[src/rtl/atapi_seq_pkg.sv]
package atapi_seq_pkg;

    localparam int WORD_W        = 32;
    localparam int PRB_SLOTS     = 10;   // ctrl + 5 FIS words + 4 packet words
    localparam int CMD_FIS_WORDS = 5;
    localparam int PKT_BASE_SLOT = 6;

    localparam logic [7:0] FIS_PIO_SETUP = 8'h5F;
    localparam logic [7:0] FIS_D2H_REG   = 8'h34;
    localparam logic [7:0] FIS_DATA      = 8'h46;
    localparam logic [7:0] FIS_DMA_ACT   = 8'h39;

    localparam int CTRL_RD_BIT    = 4;
    localparam int CTRL_WR_BIT    = 5;
    localparam int STATUS_ERR_BIT = 16;
    localparam int WB_WORD_ADDR   = 1;

    typedef enum logic [2:0] {
        S_IDLE, S_FETCH, S_SEND_CMD, S_WAIT_PIO_SETUP,
        S_SEND_PACKET, S_DATA_PHASE, S_DONE, S_ERROR
    } seq_state_t;

    typedef enum logic [2:0] {
        ERR_NONE     = 3'd0,
        ERR_OVERRUN  = 3'd1,
        ERR_UNDERRUN = 3'd2,
        ERR_DEVICE   = 3'd3,
        ERR_TIMEOUT  = 3'd4
    } seq_err_t;

    // Capture slot to request-block word address: word 1 (count) and
    // word 7 (reserved) are skipped.
    function automatic int slot_word_addr(input int slot);
        if (slot == 0)
            return 0;
        else if (slot < PKT_BASE_SLOT)
            return slot + 1;
        else
            return slot + 2;
    endfunction

endpackage

[src/rtl/prb_fetch.sv]
module prb_fetch
    import atapi_seq_pkg::*;
#(
    parameter int ADDR_W = 4,
    parameter int SLOTS  = PRB_SLOTS
) (
    input  logic              clk,
    input  logic              rst_n,
    input  logic              go,
    output logic              rd_en,
    output logic [ADDR_W-1:0] rd_addr,
    output logic              cap_valid,
    output logic [$clog2(SLOTS+1)-1:0] cap_slot,
    output logic              fin
);
    localparam int SW = $clog2(SLOTS + 1);

    logic [SW-1:0] issue_q;
    logic          active_q;
    logic          cap_valid_q;
    logic [SW-1:0] cap_slot_q;

    assign rd_en     = active_q && (issue_q < SW'(SLOTS));
    assign rd_addr   = ADDR_W'(slot_word_addr(int'(issue_q)));
    assign cap_valid = cap_valid_q;
    assign cap_slot  = cap_slot_q;
    assign fin       = cap_valid_q && (cap_slot_q == SW'(SLOTS - 1));

    always_ff @(posedge clk) begin
        if (!rst_n) begin
            issue_q     <= '0;
            active_q    <= 1'b0;
            cap_valid_q <= 1'b0;
            cap_slot_q  <= '0;
        end else begin
            if (go) begin
                active_q <= 1'b1;
                issue_q  <= '0;
            end else if (rd_en) begin
                issue_q <= issue_q + 1'b1;
            end else begin
                active_q <= 1'b0;
            end
            cap_valid_q <= rd_en;
            cap_slot_q  <= issue_q;
        end
    end

    // Addresses climb strictly within one fetch burst
    assert_fetch_order_R2: assert property (@(posedge clk) disable iff (!rst_n)
        (rd_en && $past(rd_en)) |-> (rd_addr > $past(rd_addr)));

endmodule

[src/rtl/fis_tx.sv]
module fis_tx #(
    parameter int LEN_W = 3
) (
    input  logic             clk,
    input  logic             rst_n,
    input  logic             go,
    input  logic [LEN_W-1:0] len,
    input  logic             tx_ready,
    output logic             tx_valid,
    output logic [LEN_W-1:0] idx,
    output logic             last,
    output logic             fin
);
    logic             active_q;
    logic [LEN_W-1:0] idx_q;
    logic [LEN_W-1:0] len_q;

    assign tx_valid = active_q;
    assign idx      = idx_q;
    assign last     = active_q && (idx_q == len_q - 1'b1);
    assign fin      = active_q && tx_ready && last;

    always_ff @(posedge clk) begin
        if (!rst_n) begin
            active_q <= 1'b0;
            idx_q    <= '0;
            len_q    <= '0;
        end else if (go) begin
            active_q <= 1'b1;
            idx_q    <= '0;
            len_q    <= len;
        end else if (active_q && tx_ready) begin
            if (last)
                active_q <= 1'b0;
            else
                idx_q <= idx_q + 1'b1;
        end
    end

    // A stalled word keeps its position
    assert_tx_stall_R3: assert property (@(posedge clk) disable iff (!rst_n)
        (tx_valid && !tx_ready && !go) |=> (tx_valid && idx == $past(idx)));

endmodule

[src/rtl/rx_fis_dec.sv]
module rx_fis_dec
    import atapi_seq_pkg::*;
(
    input  logic              clk,
    input  logic              rst_n,
    input  logic              rx_valid,
    input  logic              rx_sof,
    input  logic [WORD_W-1:0] rx_data,
    output logic              pio_sof,
    output logic              d2h_sof,
    output logic              d2h_err,
    output logic              data_sof,
    output logic              dact_sof,
    output logic              data_word
);
    logic [7:0] type_q;
    logic       head;

    assign head      = rx_valid && rx_sof;
    assign pio_sof   = head && (rx_data[7:0] == FIS_PIO_SETUP);
    assign d2h_sof   = head && (rx_data[7:0] == FIS_D2H_REG);
    assign d2h_err   = rx_data[STATUS_ERR_BIT];
    assign data_sof  = head && (rx_data[7:0] == FIS_DATA);
    assign dact_sof  = head && (rx_data[7:0] == FIS_DMA_ACT);
    assign data_word = rx_valid && !rx_sof && (type_q == FIS_DATA);

    always_ff @(posedge clk) begin
        if (!rst_n)
            type_q <= 8'h00;
        else if (head)
            type_q <= rx_data[7:0];
    end

endmodule

[src/rtl/atapi_pkt_seq.sv]
module atapi_pkt_seq
    import atapi_seq_pkg::*;
#(
    parameter int ADDR_W  = 4,
    parameter int TIMEOUT = 1000000
) (
    input  logic              clk,
    input  logic              rst_n,
    input  logic              start,
    input  logic              pkt_len16,
    output logic              mem_rd_en,
    output logic [ADDR_W-1:0] mem_addr,
    input  logic [31:0]       mem_rdata,
    output logic              mem_wr_en,
    output logic [31:0]       mem_wdata,
    output logic              tx_valid,
    input  logic              tx_ready,
    output logic [31:0]       tx_data,
    output logic              tx_last,
    input  logic              rx_valid,
    input  logic              rx_sof,
    input  logic [31:0]       rx_data,
    output logic              busy,
    output logic              done,
    output logic              error,
    output logic [2:0]        err_code
);
    localparam int SW    = $clog2(PRB_SLOTS + 1);
    localparam int LEN_W = 3;
    localparam int TO_W  = $clog2(TIMEOUT + 1);

    seq_state_t st_q, st_d;
    seq_err_t   err_q, err_sel;

    logic [WORD_W-1:0] slot_q [PRB_SLOTS];
    logic              len16_q;
    logic [WORD_W-1:0] xfer_q;
    logic [TO_W-1:0]   to_q;

    logic              f_rd_en, f_cap, f_fin;
    logic [ADDR_W-1:0] f_addr;
    logic [SW-1:0]     f_slot;

    logic              t_go, t_fin;
    logic [LEN_W-1:0]  t_len, t_idx;

    logic pio_sof, d2h_sof, d2h_err, data_sof, dact_sof, data_word;
    logic ctrl_rd, ctrl_wr;

    assign ctrl_rd = slot_q[0][CTRL_RD_BIT];
    assign ctrl_wr = slot_q[0][CTRL_WR_BIT];

    prb_fetch #(.ADDR_W(ADDR_W), .SLOTS(PRB_SLOTS)) u_fetch (
        .clk(clk), .rst_n(rst_n), .go(st_q == S_IDLE && start),
        .rd_en(f_rd_en), .rd_addr(f_addr),
        .cap_valid(f_cap), .cap_slot(f_slot), .fin(f_fin)
    );

    fis_tx #(.LEN_W(LEN_W)) u_tx (
        .clk(clk), .rst_n(rst_n), .go(t_go), .len(t_len),
        .tx_ready(tx_ready), .tx_valid(tx_valid), .idx(t_idx),
        .last(tx_last), .fin(t_fin)
    );

    rx_fis_dec u_rx (
        .clk(clk), .rst_n(rst_n), .rx_valid(rx_valid), .rx_sof(rx_sof),
        .rx_data(rx_data), .pio_sof(pio_sof), .d2h_sof(d2h_sof),
        .d2h_err(d2h_err), .data_sof(data_sof), .dact_sof(dact_sof),
        .data_word(data_word)
    );

    // Transmit launch: command FIS after fetch, packet FIS after PIO Setup
    always_comb begin
        t_go  = 1'b0;
        t_len = LEN_W'(CMD_FIS_WORDS);
        if (st_q == S_FETCH && f_fin) begin
            t_go = 1'b1;
        end else if (st_q == S_WAIT_PIO_SETUP && pio_sof) begin
            t_go  = 1'b1;
            t_len = len16_q ? LEN_W'(5) : LEN_W'(4);
        end
    end

    // Next state and error cause
    always_comb begin
        st_d    = st_q;
        err_sel = ERR_NONE;
        unique case (st_q)
            S_IDLE:        if (start) st_d = S_FETCH;
            S_FETCH:       if (f_fin) st_d = S_SEND_CMD;
            S_SEND_CMD:    if (t_fin) st_d = S_WAIT_PIO_SETUP;
            S_WAIT_PIO_SETUP: begin
                if (pio_sof) begin
                    st_d = S_SEND_PACKET;
                end else if (d2h_sof) begin
                    st_d    = d2h_err ? S_ERROR : S_DONE;
                    err_sel = ERR_DEVICE;
                end else if (to_q == TO_W'(TIMEOUT - 1)) begin
                    st_d    = S_ERROR;
                    err_sel = ERR_TIMEOUT;
                end
            end
            S_SEND_PACKET: if (t_fin) st_d = S_DATA_PHASE;
            S_DATA_PHASE: begin
                if (data_sof && !ctrl_rd) begin
                    st_d    = S_ERROR;
                    err_sel = ERR_OVERRUN;
                end else if (dact_sof && !ctrl_wr) begin
                    st_d    = S_ERROR;
                    err_sel = ERR_UNDERRUN;
                end else if (d2h_sof) begin
                    st_d    = d2h_err ? S_ERROR : S_DONE;
                    err_sel = ERR_DEVICE;
                end
            end
            S_DONE:        st_d = S_IDLE;
            S_ERROR:       st_d = S_IDLE;
            default:       st_d = S_IDLE;
        endcase
    end

    always_ff @(posedge clk) begin
        if (!rst_n)
            st_q <= S_IDLE;
        else
            st_q <= st_d;
    end

    // Datapath registers
    always_ff @(posedge clk) begin
        if (!rst_n) begin
            for (int i = 0; i < PRB_SLOTS; i++)
                slot_q[i] <= '0;
            len16_q <= 1'b0;
            xfer_q  <= '0;
            to_q    <= '0;
            err_q   <= ERR_NONE;
        end else begin
            if (st_q == S_IDLE && start) begin
                len16_q <= pkt_len16;
                xfer_q  <= '0;
                err_q   <= ERR_NONE;
            end
            if (f_cap)
                slot_q[f_slot] <= mem_rdata;
            if (st_q == S_WAIT_PIO_SETUP)
                to_q <= to_q + 1'b1;
            else
                to_q <= '0;
            if (st_q == S_DATA_PHASE && data_word && ctrl_rd)
                xfer_q <= xfer_q + 32'd4;
            if (st_d == S_ERROR && st_q != S_ERROR)
                err_q <= err_sel;
        end
    end

    // Outputs
    always_comb begin
        busy      = (st_q != S_IDLE);
        done      = (st_q == S_DONE);
        error     = (st_q == S_ERROR);
        err_code  = err_q;
        mem_rd_en = f_rd_en;
        mem_wr_en = (st_q == S_DONE);
        mem_addr  = (st_q == S_DONE) ? ADDR_W'(WB_WORD_ADDR) : f_addr;
        mem_wdata = xfer_q;
        tx_data   = '0;
        unique case (st_q)
            S_SEND_CMD:    tx_data = slot_q[SW'(t_idx) + SW'(1)];
            S_SEND_PACKET: tx_data = (t_idx == '0) ? {24'h0, FIS_DATA}
                                                   : slot_q[SW'(t_idx) + SW'(PKT_BASE_SLOT - 1)];
            default:       tx_data = '0;
        endcase
    end

    // ---------------- assertions ----------------
    assert_reset_quiet_R1: assert property (@(posedge clk)
        !rst_n |=> (!busy && !tx_valid && !mem_wr_en));

    assert_one_end_R2: assert property (@(posedge clk) disable iff (!rst_n)
        $onehot0({done, error}));

    assert_tx_hold_R3: assert property (@(posedge clk) disable iff (!rst_n)
        (tx_valid && !tx_ready) |=> (tx_valid && $stable(tx_data) && $stable(tx_last)));

    assert_wb_target_R6: assert property (@(posedge clk) disable iff (!rst_n)
        mem_wr_en |-> (mem_addr == ADDR_W'(WB_WORD_ADDR) && !mem_rd_en && done));

    assert_overrun_cause_R7: assert property (@(posedge clk) disable iff (!rst_n)
        (error && err_code == ERR_OVERRUN) |-> !ctrl_rd);

    assert_underrun_cause_R8: assert property (@(posedge clk) disable iff (!rst_n)
        (error && err_code == ERR_UNDERRUN) |-> !ctrl_wr);

    assert_timeout_origin_R9: assert property (@(posedge clk) disable iff (!rst_n)
        (error && err_code == ERR_TIMEOUT) |-> ($past(st_q) == S_WAIT_PIO_SETUP));

endmodule

[config.mk]
export PLATFORM = sky130hd
export DESIGN_NAME = atapi_pkt_seq
export DESIGN_NICKNAME = d
export VERILOG_FILES = /design/src/rtl/atapi_seq_pkg.sv /design/src/rtl/prb_fetch.sv /design/src/rtl/fis_tx.sv /design/src/rtl/rx_fis_dec.sv /design/src/rtl/atapi_pkt_seq.sv
export SDC_FILE = /design/constraint.sdc
export NUM_CORES = 1
export LEC_CHECK = 0
export ABC_AREA = 1
export ABC_CLOCK_PERIOD_IN_PS = 3100
export BUFFER_PORTS_ARGS = -buffer_cell sky130_fd_sc_hd__buf_2
export CAP_MARGIN = 5
export CORE_MARGIN = 5
export CORE_UTILIZATION = 55
export CTS_CLUSTER_SIZE = 25
export DETAILED_ROUTE_END_ITERATION = 16
export GPL_ROUTABILITY_DRIVEN = 0
export GPL_TIMING_DRIVEN = 0
export PLACE_DENSITY = 0.73
export SLEW_MARGIN = 30
export SYNTH_ARGS = -nofsm -noshare
export SYNTH_HDL_FRONTEND = slang
export SYNTH_SLANG_ARGS = --single-unit
[constraint.sdc]
create_clock -name clk -period 3.1 [get_ports clk]
set_input_delay 0.31 -clock clk [delete_from_list [all_inputs] [get_ports clk]]
set_output_delay 0.31 -clock clk [all_outputs]
set_load 0.05 [all_outputs]
-- Yosys cells after proc, flatten, opt, wreduce, memory -nomap -nowiden
Memory sizes are Yosys's and may differ from the RTL's.
Index checks and enable logic that the tools add are counted.
- bitwise gates (word level): 2
- add/sub/neg operators: 9
- reductions and logical operators: 38
- equality and inequality tests: 18
- multiplexer cells: 45
- order comparisons: 2
- operators with widths (cell ; number):
    2-to-1 mux 32 bit ; 4
    case mux 32 bit (2 select lines) ; 1
    2-to-1 mux 3 bit ; 15
    adder 32 x 3 -> 32 bit (second input constant) ; 1
    OR reduction 32 bit ; 1
    == test 8 x 7 -> 1 bit (second input constant) ; 3
    case mux 3 bit (7 select lines) ; 1
    adder 20 x 1 -> 20 bit (second input constant) ; 1
    == test 20 bit (second input constant) ; 1
    logical AND 1 bit ; 20
    == test 8 x 6 -> 1 bit (second input constant) ; 2
    2-to-1 mux 1 bit ; 16
    2-to-1 mux 4 bit ; 4
    == test 3 bit (second input constant) ; 5
    adder 4 x 1 -> 4 bit (second input constant) ; 2
    nonzero test 2 bit ; 4
    == test 3 x 2 -> 1 bit (second input constant) ; 2
    zero test 3 bit ; 2
    2-to-1 mux 2 bit ; 3
    case mux 3 bit (2 select lines) ; 1
    AND reduction 2 bit ; 3
    OR reduction 2 bit ; 3
    adder 3 x 1 -> 4 bit (second input constant) ; 1
    adder 3 x 3 -> 4 bit (second input constant) ; 1
    other kinds (14) ; 17
- RAM bits: 320
- logic and storage cells: 128
- memories kept: 1
- flip-flop bits (word level): 84
- input port bits: 71
- memories (name ; depth ; bits a word ; rd ports ; clocked after Yosys merged registers in ; wr ports ; line ; RTL):
    slot_q ; 10 ; 32 ; 3 ; 0 ; 10 ; atapi_pkt_seq.sv:35 ; logic [WORD_W-1:0] slot_q [PRB_SLOTS];

-- Depth between registers and ports, before layout
- depth in word-level cells: 9
- depth in mapped cells: 14

-- Cells and area by module
From an unflattened synthesis, not the netlist that was laid out.
- cells, all modules: 3006
- area total of the unflattened synthesis: 27814.2 µm²
- modules (own cells, without submodules) (module ; times used ; cells each ; seq. area each (µm²) ; area each (µm²)):
    atapi_pkt_seq ; 1 ; 2809 ; 16515.8 ; 26486.7
    prb_fetch ; 1 ; 69 ; 200.2 ; 483.0
    rx_fis_dec ; 1 ; 69 ; 160.2 ; 432.9
    fis_tx ; 1 ; 59 ; 140.1 ; 411.6

-- Least setup slack after synthesis
Ideal clock, no wire load.
- kind: reg-to-output
- from: register u_tx.idx_q[0], in the netlist u_tx.idx[0]
- to: output tx_data[28]
- stages on the path, launching flop included: 14
- buffers on the path: 5
- required time: 2.790 ns
- slack: -0.493 ns
- data arrival time: 3.283 ns
- path through: dfxtp_1 inv_2 buf_2 buf_2 ha_1 inv_1 buf_4 buf_2 buf_2 o21ai_0 o22a_1 nor2_1 nor2_1 o31ai_1
- longest elaborated chain between the ends: 4
- elaborated cells between the ends (all ways): 6
- those cells by class: add/sub (2); mux (2); reduce/logical (1); memory (1)
- RTL lines (what ; line ; RTL):
    start: declaration ; fis_tx.sv:15 ; logic [LEN_W-1:0] idx_q;
    start signal: assignment ; fis_tx.sv:36 ; idx_q <= idx_q + 1'b1;
    adder 3 x 3 -> 4 bit ; atapi_pkt_seq.sv:171 ; : slot_q[SW'(t_idx) + SW'(PKT_BASE_SLOT - 1)];
    memory read (10 x 32 bit) ; - ;
    2-to-1 mux 32 bit ; atapi_pkt_seq.sv:170 ; S_SEND_PACKET: tx_data = (t_idx == '0) ? {24'h0, FIS_DATA}
    case mux 32 bit (2 select lines) (*) ; atapi_pkt_seq.sv:168 ; unique case (st_q)
    end: declaration ; atapi_pkt_seq.sv:18 ; output logic [31:0] tx_data,
Every way passes the cells marked *; elsewhere a longest branch is shown, timed or not.

-- Final worst setup path
- from: register u_tx.idx_q[0], in the netlist u_tx.idx[0]
- to: output tx_data[11]
Same word-level chain as after synthesis.

==> flow_summary.json <==
{
  "status": "complete, but fails checks",
  "violations": "setup timing",
  "r2r_start": "u_fetch.cap_valid$_SDFF_PN0_",
  "slew_violations": 0,
  "clockBufferDepth": 3,
  "total_power_uw": 16600,
  "cap_violations": 0,
  "clk-insertion-delay-late_ps": 640,
  "fill_cells": 3668,
  "critPathArrivalTime_ps": 3190,
  "core_area_um2": 49200,
  "first_pass_iters": 6,
  "port_buffers": 122,
  "ys_ff_latch": 593,
  "drt-total-wl_um": 86400,
  "dieArea_um2": 54500,
  "slew_headroom_pct": 42.8,
  "regArea_um2": 17000,
  "regToRegSetupSlack_ps": 300,
  "synth.top_cell.area_share_pct": 56.0,
  "worst_setup_path_start_kind": "register",
  "holdPathStages": 3,
  "ir_drop_mv": 0.471,
  "worst_pin_slew_ps": 857,
  "grt_max_degree": 33,
  "synth_edf_count": 512,
  "overflow": 0,
  "io_pins": 149,
  "crit_fanout": 5,
  "synth_seq_area_share_pct": 61.9,
  "hold_viol": 0,
  "post-route-min-period_ps": 3500,
  "dp_hpwl_um": 63000,
  "finalCritPeriodShare_pct": 113,
  "preCtsSetupSlack_ps": -1250,
  "multi_input_area_um2": 9920,
  "diodes": 0,
  "post_dp_cell_area_um2": 29600,
  "postSynth.asyncResetShare_pct": 0,
  "drive_above_1_share_pct": 16.9,
  "timing.fmax_mhz": 286,
  "fin_ws_ps": -401,
  "synth_area_leaders": "edfxtp_1, nor2_1, nand2_1",
  "layout.nets": 3139,
  "cts_tree": "yes",
  "grt_pass1_wl_um": 130000,
  "finalSetupViolCount": 32,
  "rsz0062_at_grt": "true",
  "synth_area_um2": 27400,
  "num_rows": 81,
  "required_ps": 2790,
  "grt.total_usage_pct": 31.3,
  "fin_setup_tns_ps": -10900,
  "critPathKind": "register to output pin",
  "min_path_type": "primary input to register",
  "min_to": "u_rx.type_q[2]$_SDFFE_PN0N_",
  "avgSynthCellArea_um2": 9.68,
  "yosys-top-cells-count": "nor2_1, nand2_1, edfxtp_1",
  "antenna_found_initial": 4,
  "power_leakage_uw": 0.0123,
  "holdWs_ps": 80.7,
  "synth_cell_types": 52,
  "cts.sinks": 593,
  "synth_most_common_cell": "nor2_1",
  "htree_num_levels": 2,
  "fp.dieW_um": 233,
  "power_density_nw_per_um2": 505,
  "initialDrtViolationCount": 3021,
  "drtAntennaViolNets": 0,
  "cts_made_buffers": 59,
  "ys.flop_type": "edfxtp_1",
  "grt_pass1_vias": 22118,
  "ys_warn_count": 0,
  "die_y_um": 233,
  "rr_worst_depth": 8,
  "hp-start": "rx_data[2]",
  "synthCells": 2834,
  "dr_total_vias": 22925,
  "start_util_pct": 55.8,
  "cp-end-kind": "output pin",
  "wl_per_cell_um": 22.9,
  "root_buffer": "clkbuf_16",
  "skew_ps": 15.8,
  "drc_errors": 0,
  "path_clk_slew_ps": 60,
  "design_area_um2": 32800,
  "timing.rr.end": "slot_q[8][15]$_SDFFCE_PN0P_",
  "avgViaCountPerCell": 6.08,
  "synth_top_area_cell": "edfxtp_1",
  "areaGrowthSynthToFinish_pct": 19.6
}
==> final cells by class <==
type / count / share of cell area, %
Sequential cell: 593 / 51.8
Multi-Input combinational cell: 1918 / 30.2
Clock buffer: 87 / 5.11
Timing Repair Buffer: 169 / 4.59
Buffer: 166 / 3.23
Tap cell: 664 / 2.53
Inverter: 154 / 1.81
Clock inverter: 21 / 0.702
==> per-layer routing <==
| layer | wire length (um) | track usage, % | vias up |
|---|---|---|---|
| met2 | 39500 | 50.3 | 1594 |
| met1 | 31600 | 40.8 | 10756 |
| met4 | 4420 | 13.4 | 6 |
| li1 | - | - | 10304 |
| met3 | 10900 | 7.57 | 265 |
| met5 | 28 | 0 | - |
==> through the flow <==
| stage | cells | utilization (%) |
|---|---|---|
| 4_1_cts | 3770 | 66.1 |
| 2_1_floorplan | 2835 | - |
| 6_report | 3772 | 66.8 |
| 5_1_grt | 3772 | 66.8 |
| 3_5_place_dp | 3638 | 60.2 |
| 3_3_place_gp | 3621 | 59.4 |
==> how the worst max path moves through the flow <==
stage                                   from                  endpoint  slack (ps)  cells past startpoint
finish              u_tx.idx[0]$_SDFFE_PP0P_               tx_data[11]        -400                     14
global route        u_tx.idx[0]$_SDFFE_PP0P_                tx_data[4]        -460                     14
CTS                 u_tx.idx[0]$_SDFFE_PP0P_               tx_data[17]        -410                     13
detailed placement  u_tx.idx[0]$_SDFFE_PP0P_               tx_data[19]       -1250                     15
global placement                       rst_n  slot_q[14][29]$_DFFE_PP_       -1270                      7
floorplan           u_tx.idx[0]$_SDFFE_PP0P_               tx_data[13]        -120                      8
==> cells by family after synthesis <==
| kind of cell | count (synthesis) | synth area share [%] |
|---|---|---|
| xor+xnor | 8 | 0.324 |
| flops | 593 | 61.9 |
| simple gates | 1350 | 20.0 |
| fa+ha+maj | 7 | 0.319 |
| compound gates | 551 | 12.5 |
| buf+inv | 324 | 4.91 |
| other cells | 1 | 0.0137 |
==> flip-flops by register name, indices dropped and copies added, names as in the netlist <==
| name | count |
|---|---|
| slot_q | 512 |
| mem_wdata | 30 |
| to_q | 20 |
| u_rx.type_q | 8 |
| u_fetch.cap_slot | 4 |
| u_fetch.issue_q | 4 |
| err_code | 3 |
| st_q | 3 |
| u_tx.idx | 3 |
| u_tx.len_q | 2 |
| len16_q | 1 |
| u_fetch.active_q | 1 |
| u_fetch.cap_valid | 1 |
| u_tx.tx_valid | 1 |
==> cell usage in the layout, fill, tap and decap left out, types with 53 or more instances in the layout <==
cell type  count
edfxtp_1     512
dfxtp_1       79
o211ai_1      53
clkbuf_16     64
o21ai_1       55
o21ai_0      151
nand3_1      120
buf_2        128
a21oi_1      121
nor2_1       565
nand2_1      536
clkbuf_1      87
inv_1        138
==> repair_timing <==
action | in CTS | in global routing
buffers inserted | 12 | 7
resized for setup | 248 | 124
gates cloned | 7 | 0
hold endpoints to repair | 5 | 0
pin swaps | 51 | 60
hold buffers | 5 | 0
endpoints found under the setup margin | 32 | 32
==> critical path, stage by stage, from the launching register on <==
cell,delay [ps]
dfxtp_4,400
inv_8,50
buf_12,130
buf_8,120
ha_4,270
inv_6,100
buf_12,150
buf_12,140
clkbuf_8,150
o21ai_2,50
o22a_1,210
o211ai_1,250
o211ai_1,210
o31ai_4,130
buf_6,200
==> power breakdown <==
part | switching [uW] | internal, uW | leakage [uW] | total (uW)
clock network | 3040 | 4140 | 0.000919 | 7180
registers | 55.7 | 8790 | 0.00554 | 8850
logic | 398 | 144 | 0.00582 | 542
total | 3490 | 13100 | 0.0123 | 16600
Note: power is estimated with default switching activity, not from simulation.
